`src/rtl/itrace_pkg.sv`:
```
package itrace_pkg;

    localparam int MODE_W = 5;
    localparam int ACT_W  = 2;

    localparam logic [MODE_W-1:0] MODE_TRACE    = 5'b10111;
    localparam logic [2:0]        SEQ_TRACE_TOP = 3'b110;

    typedef enum logic [ACT_W-1:0] {
        ACT_DEBUG = 2'b00,
        ACT_FIFO  = 2'b01,
        ACT_EVT_A = 2'b10,
        ACT_EVT_B = 2'b11
    } act_e;

    typedef struct packed {
        logic [MODE_W-1:0] mode;
        act_e              act;
    } ctrl_t;

    typedef struct packed {
        logic flag;
        logic fifo_halt;
        logic dbg_event_n;
        logic debug_req;
        logic seqbp;
    } evt_t;

    function automatic logic is_seq_trace(input logic [MODE_W-1:0] m);
        return m[MODE_W-1 -: 3] == SEQ_TRACE_TOP;
    endfunction

    function automatic logic is_trace(input logic [MODE_W-1:0] m);
        return (m == MODE_TRACE) || is_seq_trace(m);
    endfunction

endpackage

```
`src/rtl/itrace_ctrl.sv`:
```
module itrace_ctrl
    import itrace_pkg::*;
(
    input  logic              clk,
    input  logic              rst,
    input  logic              ctrl_wr,
    input  logic [MODE_W-1:0] mode_sel,
    input  logic [ACT_W-1:0]  action,
    output ctrl_t             ctrl_q,
    output logic              trace_en,
    output logic              seq_en,
    output logic              disarm
);

    always_ff @(posedge clk) begin
        if (rst) begin
            ctrl_q.mode <= '0;
            ctrl_q.act  <= ACT_DEBUG;
        end else if (ctrl_wr) begin
            ctrl_q.mode <= mode_sel;
            ctrl_q.act  <= act_e'(action);
        end
    end

    always_comb begin
        trace_en = is_trace(ctrl_q.mode);
        seq_en   = is_seq_trace(ctrl_q.mode);
        disarm   = ctrl_wr && !is_trace(mode_sel);
    end

    // a control write lands in the latched word on the next edge
    assert_ctrl_latch_R2: assert property (@(posedge clk) disable iff (rst)
        ctrl_wr |=> (ctrl_q.mode == $past(mode_sel)));

endmodule

```
`src/rtl/itrace_counter.sv`:
```
module itrace_counter #(
    parameter int CNT_W = 8
) (
    input  logic             clk,
    input  logic             rst,
    input  logic             trace_en,
    input  logic             insn_exec,
    input  logic             in_debug,
    input  logic             cnt_wr,
    input  logic [CNT_W-1:0] cnt_wdata,
    output logic             cnt_zero,
    output logic             normal_insn
);

    localparam logic [CNT_W-1:0] ONE = CNT_W'(1);

    logic [CNT_W-1:0] cnt_q;
    logic             dec_en;

    always_comb begin
        normal_insn = insn_exec && !in_debug;
        cnt_zero    = (cnt_q == '0);
        dec_en      = trace_en && normal_insn && !cnt_zero;
    end

    always_ff @(posedge clk) begin
        if (rst)
            cnt_q <= '0;
        else if (cnt_wr)
            cnt_q <= cnt_wdata;
        else if (dec_en)
            cnt_q <= cnt_q - ONE;
    end

    // the counter saturates at zero
    assert_hold_zero_R3: assert property (@(posedge clk) disable iff (rst)
        (cnt_zero && !cnt_wr) |=> cnt_zero);

    // debug-mode strobes leave the count alone
    assert_debug_no_dec_R4: assert property (@(posedge clk) disable iff (rst)
        (in_debug && !cnt_wr) |=> $stable(cnt_q));

    // a load wins over a concurrent decrement
    assert_load_wins_R5: assert property (@(posedge clk) disable iff (rst)
        cnt_wr |=> (cnt_q == $past(cnt_wdata)));

endmodule

```
`src/rtl/itrace_event.sv`:
```
module itrace_event
    import itrace_pkg::*;
(
    input  logic  clk,
    input  logic  rst,
    input  logic  trace_en,
    input  logic  seq_en,
    input  act_e  act,
    input  logic  cnt_zero,
    input  logic  disarm,
    input  logic  normal_insn,
    output evt_t  evt
);

    logic flag_q, seq_q, dreq_q;

    always_ff @(posedge clk) begin
        if (rst || disarm) begin
            flag_q <= 1'b0;
            seq_q  <= 1'b0;
            dreq_q <= 1'b0;
        end else begin
            if (trace_en && cnt_zero) begin
                flag_q <= 1'b1;
                if (seq_en) seq_q <= 1'b1;
            end
            if (flag_q && act == ACT_DEBUG && normal_insn)
                dreq_q <= 1'b1;
        end
    end

    always_comb begin
        evt.flag        = flag_q;
        evt.seqbp       = seq_q;
        evt.debug_req   = dreq_q;
        evt.fifo_halt   = flag_q && (act == ACT_FIFO);
        evt.dbg_event_n = !(flag_q && act[1]);
    end

    // only a disabling control write can clear the flag
    assert_flag_sticky_R10: assert property (@(posedge clk) disable iff (rst)
        (flag_q && !disarm) |=> flag_q);

    // a disabling write clears every event output
    assert_disarm_clears_R10: assert property (@(posedge clk) disable iff (rst)
        disarm |=> (!flag_q && !dreq_q && !seq_q));

    // debug entry follows a flag that was already set
    assert_dreq_after_flag_R7: assert property (@(posedge clk) disable iff (rst)
        $rose(dreq_q) |-> $past(flag_q));

    // the sequential hit never stands without the flag
    assert_seq_with_flag_R11: assert property (@(posedge clk) disable iff (rst)
        seq_q |-> flag_q);

endmodule

```
`src/rtl/instr_trace_unit.sv`:
```
module instr_trace_unit
    import itrace_pkg::*;
#(
    parameter int CNT_W = 8
) (
    input  logic             clk,
    input  logic             rst,
    input  logic [4:0]       mode_sel,
    input  logic [1:0]       action,
    input  logic             ctrl_wr,
    input  logic             cnt_wr,
    input  logic [CNT_W-1:0] cnt_wdata,
    input  logic             insn_exec,
    input  logic             in_debug,
    output logic             trace_flag,
    output logic             dbg_event_n,
    output logic             fifo_halt,
    output logic             debug_req,
    output logic             seqbp_hit
);

    ctrl_t ctrl_q;
    evt_t  evt;
    logic  trace_en, seq_en, disarm, cnt_zero, normal_insn;

    itrace_ctrl u_ctrl (
        .clk      (clk),
        .rst      (rst),
        .ctrl_wr  (ctrl_wr),
        .mode_sel (mode_sel),
        .action   (action),
        .ctrl_q   (ctrl_q),
        .trace_en (trace_en),
        .seq_en   (seq_en),
        .disarm   (disarm)
    );

    itrace_counter #(.CNT_W(CNT_W)) u_cnt (
        .clk         (clk),
        .rst         (rst),
        .trace_en    (trace_en),
        .insn_exec   (insn_exec),
        .in_debug    (in_debug),
        .cnt_wr      (cnt_wr),
        .cnt_wdata   (cnt_wdata),
        .cnt_zero    (cnt_zero),
        .normal_insn (normal_insn)
    );

    itrace_event u_evt (
        .clk         (clk),
        .rst         (rst),
        .trace_en    (trace_en),
        .seq_en      (seq_en),
        .act         (ctrl_q.act),
        .cnt_zero    (cnt_zero),
        .disarm      (disarm),
        .normal_insn (normal_insn),
        .evt         (evt)
    );

    assign trace_flag  = evt.flag;
    assign dbg_event_n = evt.dbg_event_n;
    assign fifo_halt   = evt.fifo_halt;
    assign debug_req   = evt.debug_req;
    assign seqbp_hit   = evt.seqbp;

    // the event line only drops while the flag is up
    assert_evt_needs_flag_R9: assert property (@(posedge clk) disable iff (rst)
        !dbg_event_n |-> trace_flag);

    // a FIFO halt request only stands with the flag
    assert_halt_needs_flag_R8: assert property (@(posedge clk) disable iff (rst)
        fifo_halt |-> trace_flag);

endmodule

```
`config.mk`:
```
export PLATFORM = sky130hd
export DESIGN_NAME = instr_trace_unit
export DESIGN_NICKNAME = d
export VERILOG_FILES = /design/src/rtl/itrace_pkg.sv /design/src/rtl/itrace_ctrl.sv /design/src/rtl/itrace_counter.sv /design/src/rtl/itrace_event.sv /design/src/rtl/instr_trace_unit.sv
export SDC_FILE = /design/constraint.sdc
export NUM_CORES = 1
export LEC_CHECK = 0
export CAP_MARGIN = 5
export CORE_UTILIZATION = 45
export CTS_BUF_LIST = sky130_fd_sc_hd__clkbuf_4
export DETAILED_ROUTE_END_ITERATION = 8
export GPL_ROUTABILITY_DRIVEN = 0
export PLACE_DENSITY_LB_ADDON = 0.05
export SLEW_MARGIN = 10
export SYNTH_ARGS = -nofsm -noshare
export SYNTH_HDL_FRONTEND = slang
export SYNTH_SLANG_ARGS = --single-unit
```
`constraint.sdc`:
```
create_clock -name clk -period 3.7 [get_ports clk]
set_input_delay 0.74 -clock clk [delete_from_list [all_inputs] [get_ports clk]]
set_output_delay 0.74 -clock clk [all_outputs]
set_load 0.02 [all_outputs]
```
==> results of run 1 <==
worst register-to-register path: stages, from the launching register on:
cell	delay [ns]
dfxtp_1	0.37
or4_1	0.63
or4_4	0.54
or3_1	0.31
a311oi_1	0.25
cell usage in the layout, fill, tap and decap left out, types with 2 or more instances in the layout:
cell,instances
inv_1,6
o21ai_0,3
dfxtp_1,18
nor2b_1,5
a21oi_1,3
nand2_1,3
o21a_1,2
or4_1,3
o31ai_1,3
mux2i_1,7
nor2_1,14
nor3_1,2
clkdlybuf4s50_1,25
ha_1,2
a311oi_1,6
clkbuf_4,3
a2111oi_0,2
clkinv_1,2
or3_2,2
a31oi_1,2
power breakdown:
| group | internal (mW) | total, mW | switching [mW] |
|---|---|---|---|
| clock | 0.0394 | 0.104 | 0.0649 |
| combinational | 0.0412 | 0.0741 | 0.0329 |
| sequential | 0.204 | 0.214 | 0.00929 |
synth_stat cells:
library cell	n
buf_2	1
or3b_1	1
nand4b_1	1
nor4_1	1
nor2_1	14
dfxtp_1	18
clkbuf_2	1
or3_1	1
nor2b_1	5
or4_1	3
o211ai_1	1
and4_1	1
nand2b_1	1
nand3_1	1
a31oi_1	2
mux2i_1	7
o21ai_0	3
nand3b_1	1
or2_2	1
or4_4	1
o31ai_1	3
clkinv_1	1
a311oi_1	6
nand2_1	3
ha_1	2
a21o_1	1
nand4bb_1	1
a311o_1	1
buf_4	2
nor3_1	2
and4b_1	1
o21a_1	2
a221oi_1	1
nor3b_2	1
and3b_1	1
a21oi_1	3
inv_1	6
or4_2	1
clkbuf_1	1
a2111oi_0	2
or3_2	2
metal layers:
| layer | up-vias | track usage [%] | wire length (um) |
|---|---|---|---|
| li1 | 457 | - | - |
| met1 | 416 | 27.4 | 996 |
| met2 | 13 | 28.3 | 961 |
| met3 | 4 | 3.33 | 44 |
| met4 | 0 | 10.0 | 46 |
| met5 | - | 0 | 0 |
cell families (layout without fill, tap and decap cells):
kind of cell	Yosys count	after routing
AOI/OAI and AO/OA	25	25
adders and majority gates	2	2
buffers and inverters	12	36
DFF	18	18
muxes	7	7
and+or+nand+nor	44	44
worst max-delay path by stage:
stage / cells past startpoint / slack (ns) / startpoint / to
2_1_floorplan: 5 / 1.62 / u_cnt.cnt_q[2] / u_cnt.cnt_q[7]
3_3_place_gp: 5 / 1.15 / in_debug / u_cnt.cnt_q[2]
3_5_place_dp: 5 / 1.11 / in_debug / u_cnt.cnt_q[2]
4_1_cts: 5 / 1.43 / in_debug / u_cnt.cnt_q[2]
5_1_grt: 5 / 1.36 / insn_exec / u_cnt.cnt_q[2]
6_report: 5 / 1.42 / in_debug / u_cnt.cnt_q[2]
registers in the layout, indices dropped and copies added, names as in the netlist:
| name | flops |
|---|---|
| u_ctrl.ctrl_q | 7 |
| u_cnt.cnt_q | 8 |
| u_evt.seq_q | 1 |
| u_evt.flag_q | 1 |
| u_evt.dreq_q | 1 |
cell type report:
cell class                      instances  area [sq um]  share of cell area [%]
Tap cell                               27          33.8                    2.71
Multi-Input combinational cell         78           548                    44.0
Sequential cell                        18           360                    28.9
Clock buffer                            3          22.5                    1.81
Inverter                                7          26.3                    2.11
Timing Repair Buffer                   25           250                    20.1
Clock inverter                          1          3.75                   0.302
==> results.yml, run 1 <==
outcome:
  outcome: "completed"
yosys:
  synthesis.area_sq_um: 963
  avgSynthCellArea_sq_um: 8.92
  yosys.area_share.simple_pct: 27.9
  synth_top_area_share_pct: 37.4
  yosysWarningCount: 0
  syn_nets: 131
  yosys-top-cells-area: "dfxtp_1 37%, mux2i_1 7.3%, nor2_1 5.5%"
  synth_top_family_by_area: "simple AND/OR/NAND/NOR gates"
  synth_top_cell_by_area: "dfxtp_1"
  synthMuxAreaShare_pct: 7.27
  yosys.area_share.adder_pct: 2.60
  synth_compound_area_share_pct: 19.1
  yosysSeqAreaShare_pct: 37.4
  yosysUniqueCellTypes: 41
  ys_ff_latch: 18
  netlist_instances: 108
  yosys.area_share.xor_xnor_pct: 0
route:
  wl_um: 2050
  drt_iter0_drc: 21
  vias_per_cell: 5.60
  drc: 0
  final_antenna_net_count: 0
  routedWlPerCell_um: 12.9
  first_pass_iters: 4
  vias: 890
timing:
  maxSlewHeadroom_pct: 58.2
  fin_skew_ns: 0.000726
  fmax_mhz: 439
  worstMarginPinSlew_ns: 0.624
  hold_viol: 0
  drv_slew: 0
  setup_ws_ns: 1.42
  finalSetupTns_ns: 0
  hold_slack_ns: 0.496
  setup_viol: 0
  min_period_over_period_pct: 61.6
  period_needed_ns: 2.28
  rsz0062_at_grt: "no"
clocking:
  clock-root-buffer: "clkbuf_4"
  cts_resized: 0
  clock_path_buffers: 2
  tritoncts: "built"
  cts_setup_buffers: 0
  cts_hold_buf: 0
  path_clk_slew_ns: 0.11
  cts_buffers: 3
  worst_skew_pair.late_latency_ns: 0.30
  ctsHtreeMaxLevel: 1
  cts_sinks: 18
floorplan:
  pin_count: 26
  num_rows: 16
  core_sq_um: 1980
  dieArea_sq_um: 2330
  die_w_um: 48.3
  start_util_pct: 48.6
  die_y_um: 48.3
grt:
  track_usage_pct: 19.4
  grt_pass1_wl_um: 3080
  globalRoute.totalOverflow: 0
  grt_max_degree: 19
  antenna_found_initial: 0
  grt_pass1_vias: 710
placement:
  io_buffers: 25
  placed_area_sq_um: 1220
  place_hpwl_um: 1570
  dp.cells: 155
  pre_cts_slack_ns: 1.11
cells_and_area:
  syn_to_final_growth_pct: 29.2
  drive_gt1_share_pct: 6.82
  fin_area_sq_um: 1240
  post-route-util_pct: 62.8
  finalNonFillerCells: 159
  n_fill_cell: 160
  fin_nets: 156
  antennaDiodeCount: 0
critical_path:
  critical-path-top-delay-family: "simple AND/OR/NAND/NOR gates"
  crit_chain: "clkdlybuf4s50_1 -> nand3b_1 -> a21o_1 -> or4_2 -> a311oi_1"
  crit_buf_inv: 1
  reg2regPathDepth: 4
  r2r_slack_ns: 1.52
  startpoint_type: "input pin"
  max_stage_delay_ns: 0.63
  r2r-end: "u_cnt.cnt_q[7]"
  crit_path_end_kind: "flop"
  r2r-start: "u_cnt.cnt_q[2]"
  crit_slowest_cell: "or4_2"
  required_ns: 3.91
  cp_max_fo: 10
  critical_path_arrival_ns: 2.49
  worstSetupPathType: "in2reg"
power:
  p_leak_nw: 0.470
  p_per_area_nw_per_um2: 315
  peakVddDrop_mv: 0.183
  finalPower_mw: 0.392
hold_path:
  min_from: "u_evt.dreq_q"
  hold-path-endpoint: "u_evt.dreq_q"
  holdPathStages: 1
  hold_path_class: "reg2reg"
run:
  maxCapViolCount: 0
Note: power is estimated with default switching activity, not from simulation.
==> run 2, diff against run 1 <==
Settings changed: CORE_UTILIZATION 45 to 44.
Clock period 3.7 ns to 1.85 ns, I/O delays scaled along.
==> run 2 against run 1 <==
Against the previous run: the flow now finishes with violations (negative setup slack); non-clock buffer count is 15 higher; count of clock-buffer cells in the layout stayed put; combinational power grew to 2.6 times the previous value; sequential share of layout area is 2.9 points lower; critical path depth is 1 lower; total power is 110% higher; core utilization is 7.7 points higher; via count is 4.3% higher; largest cell class unchanged.
==> results.yml, run 2 (same netlist as run 1, synthesis figures left out) <==
hold_path:
  hold_path_class: "reg2reg"
grt:
  track_usage_pct: 20.0
  globalRoute.totalOverflow: 0
  grt_pass1_wl_um: 3780
  antenna_found_initial: 0
  grt_max_degree: 11
  grt_pass1_vias: 853
cells_and_area:
  fin_nets: 171
  syn_to_final_growth_pct: 46.6
  drive_gt1_share_pct: 24.5
  antennaDiodeCount: 0
  largest_reg_flops: 8
  post-route-util_pct: 70.6
  largestRegisters: "u_cnt.cnt_q x8, u_ctrl.ctrl_q x7"
  final_common_cell: "clkdlybuf4s50_1"
  n_fill_cell: 166
  largest-register: "u_cnt.cnt_q"
  finalNonFillerCells: 174
  layout_common_cells: "24 x clkdlybuf4s50_1, 15 x buf_4, 14 x nor2_1, 14 x dfxtp_1, 7 x mux2i_1"
  fin_area_sq_um: 1410
timing:
  rsz0062_at_grt: "yes"
  hold_viol: 0
  fin_skew_ns: 0.000745
  fmax_mhz: 498
  worstMarginPinSlew_ns: 0.563
  maxSlewHeadroom_pct: 62.1
  min_period_over_period_pct: 108
  drv_slew: 0
  setup_ws_ns: -0.156
  setup_viol: 5
  period_needed_ns: 2.01
clocking:
  clock-root-buffer: "clkbuf_4"
  cts_sinks: 18
  worst_skew_pair.late_latency_ns: 0.29
  tritoncts: "built"
  clock_path_buffers: 2
  cts_buffers: 3
  ctsHtreeMaxLevel: 1
  path_clk_slew_ns: 0.10
  cts_hold_buf: 0
floorplan:
  dieArea_sq_um: 2380
  die_w_um: 48.8
  num_rows: 16
  start_util_pct: 48.1
  die_y_um: 48.8
  core_sq_um: 2000
  pin_count: 26
critical_path:
  required_ns: 2.06
  crit_slowest_cell: "or4_4"
  crit_chain: "or4_4 -> or4_4 -> or3_4 -> a311oi_2"
  crit_buf_inv: 0
  r2r_slack_ns: -0.16
  max_stage_delay_ns: 0.54
  cp_common_cell: "or4_4"
  cp_max_fo: 4
  startpoint_type: "flop"
  critical-path-top-delay-family: "simple AND/OR/NAND/NOR gates"
  worstSetupPathType: "reg2reg"
  critical_path_arrival_ns: 2.21
  crit_path_end_kind: "flop"
route:
  routedWlPerCell_um: 12.6
  wl_um: 2190
  vias_per_cell: 5.33
  first_pass_iters: 3
  drc: 0
  final_antenna_net_count: 0
  vias: 928
  drt_iter0_drc: 11
power:
  p_leak_nw: 0.556
  finalPower_mw: 0.818
  peakVddDrop_mv: 0.454
  p_per_area_nw_per_um2: 579
placement:
  place_hpwl_um: 1640
  placed_area_sq_um: 1330
  dp.cells: 169
  io_buffers: 25
run:
  maxCapViolCount: 0
outcome:
  violations: "negative setup slack"
  outcome: "finished, violations left"
-- run 2: cell count changes in the layout (fill, tap and decap cells not counted), moves of 2 or more --
cell | before | now
dfxtp_2 | 0 | 3
buf_4 | 0 | 15
dfxtp_1 | 18 | 14
a311oi_2 | 0 | 2
a311oi_1 | 6 | 4
a2111oi_0 | 2 | 0
-- run 2: layer usage --
layer  part of all wire [%]  wire [um]  vias to the layer above  GRT usage, %
met5                      0          0                        -             0
met4                   0.69         15                        0          5.88
met3                    4.3         94                        2          4.67
li1                       -          -                      484             -
met1                     52       1130                      424          28.7
met2                     43        941                       18          29.9
-- run 2: layout make-up --
cell class                      instances  area (sq um)  share of cell area [%]
Timing Repair Buffer                   40           362                    25.6
Multi-Input combinational cell         78           597                    42.2
Tap cell                               27          33.8                    2.39
Clock buffer                            3          22.5                    1.59
Sequential cell                        18           368                    26.0
Clock inverter                          1          3.75                   0.266
Inverter                                7          26.3                    1.86
-- run 2: metrics by stage --
| stage | worst slack [ns] | setup TNS [ns] | hold WS, ns |
|---|---|---|---|
| after floorplan | -0.130 | -0.237 | 0.460 |
| after global placement | -0.251 | -0.952 | 0.454 |
| after detailed placement | -0.280 | -1.04 | 0.464 |
| after CTS | -0.147 | -0.416 | 0.488 |
| after global routing | -0.241 | -0.860 | 0.501 |
| final | -0.156 | -0.275 | 0.484 |
-- run 2: path summary, 6_finish.rpt --
path,from,end,cells past startpoint
setup / recovery,u_cnt.cnt_q[3],u_cnt.cnt_q[7],4
setup reg to reg,u_cnt.cnt_q[3],u_cnt.cnt_q[7],4
hold reg to reg,u_evt.dreq_q,u_evt.dreq_q,1
hold / removal,u_evt.dreq_q,u_evt.dreq_q,1
-- run 2: where the power goes --
group          switching, mW  internal (mW)  total, mW
registers             0.0170          0.409      0.426
logic                 0.0821          0.112      0.194
clock network          0.119         0.0784      0.197
total                  0.218          0.599      0.818
-- run 2: repair_timing --
item                                    4_1_cts  5_1_grt
endpoints found under the setup margin        8        7
pin swaps                                     0        0
resized for setup                             5        8
buffers inserted                              0        1
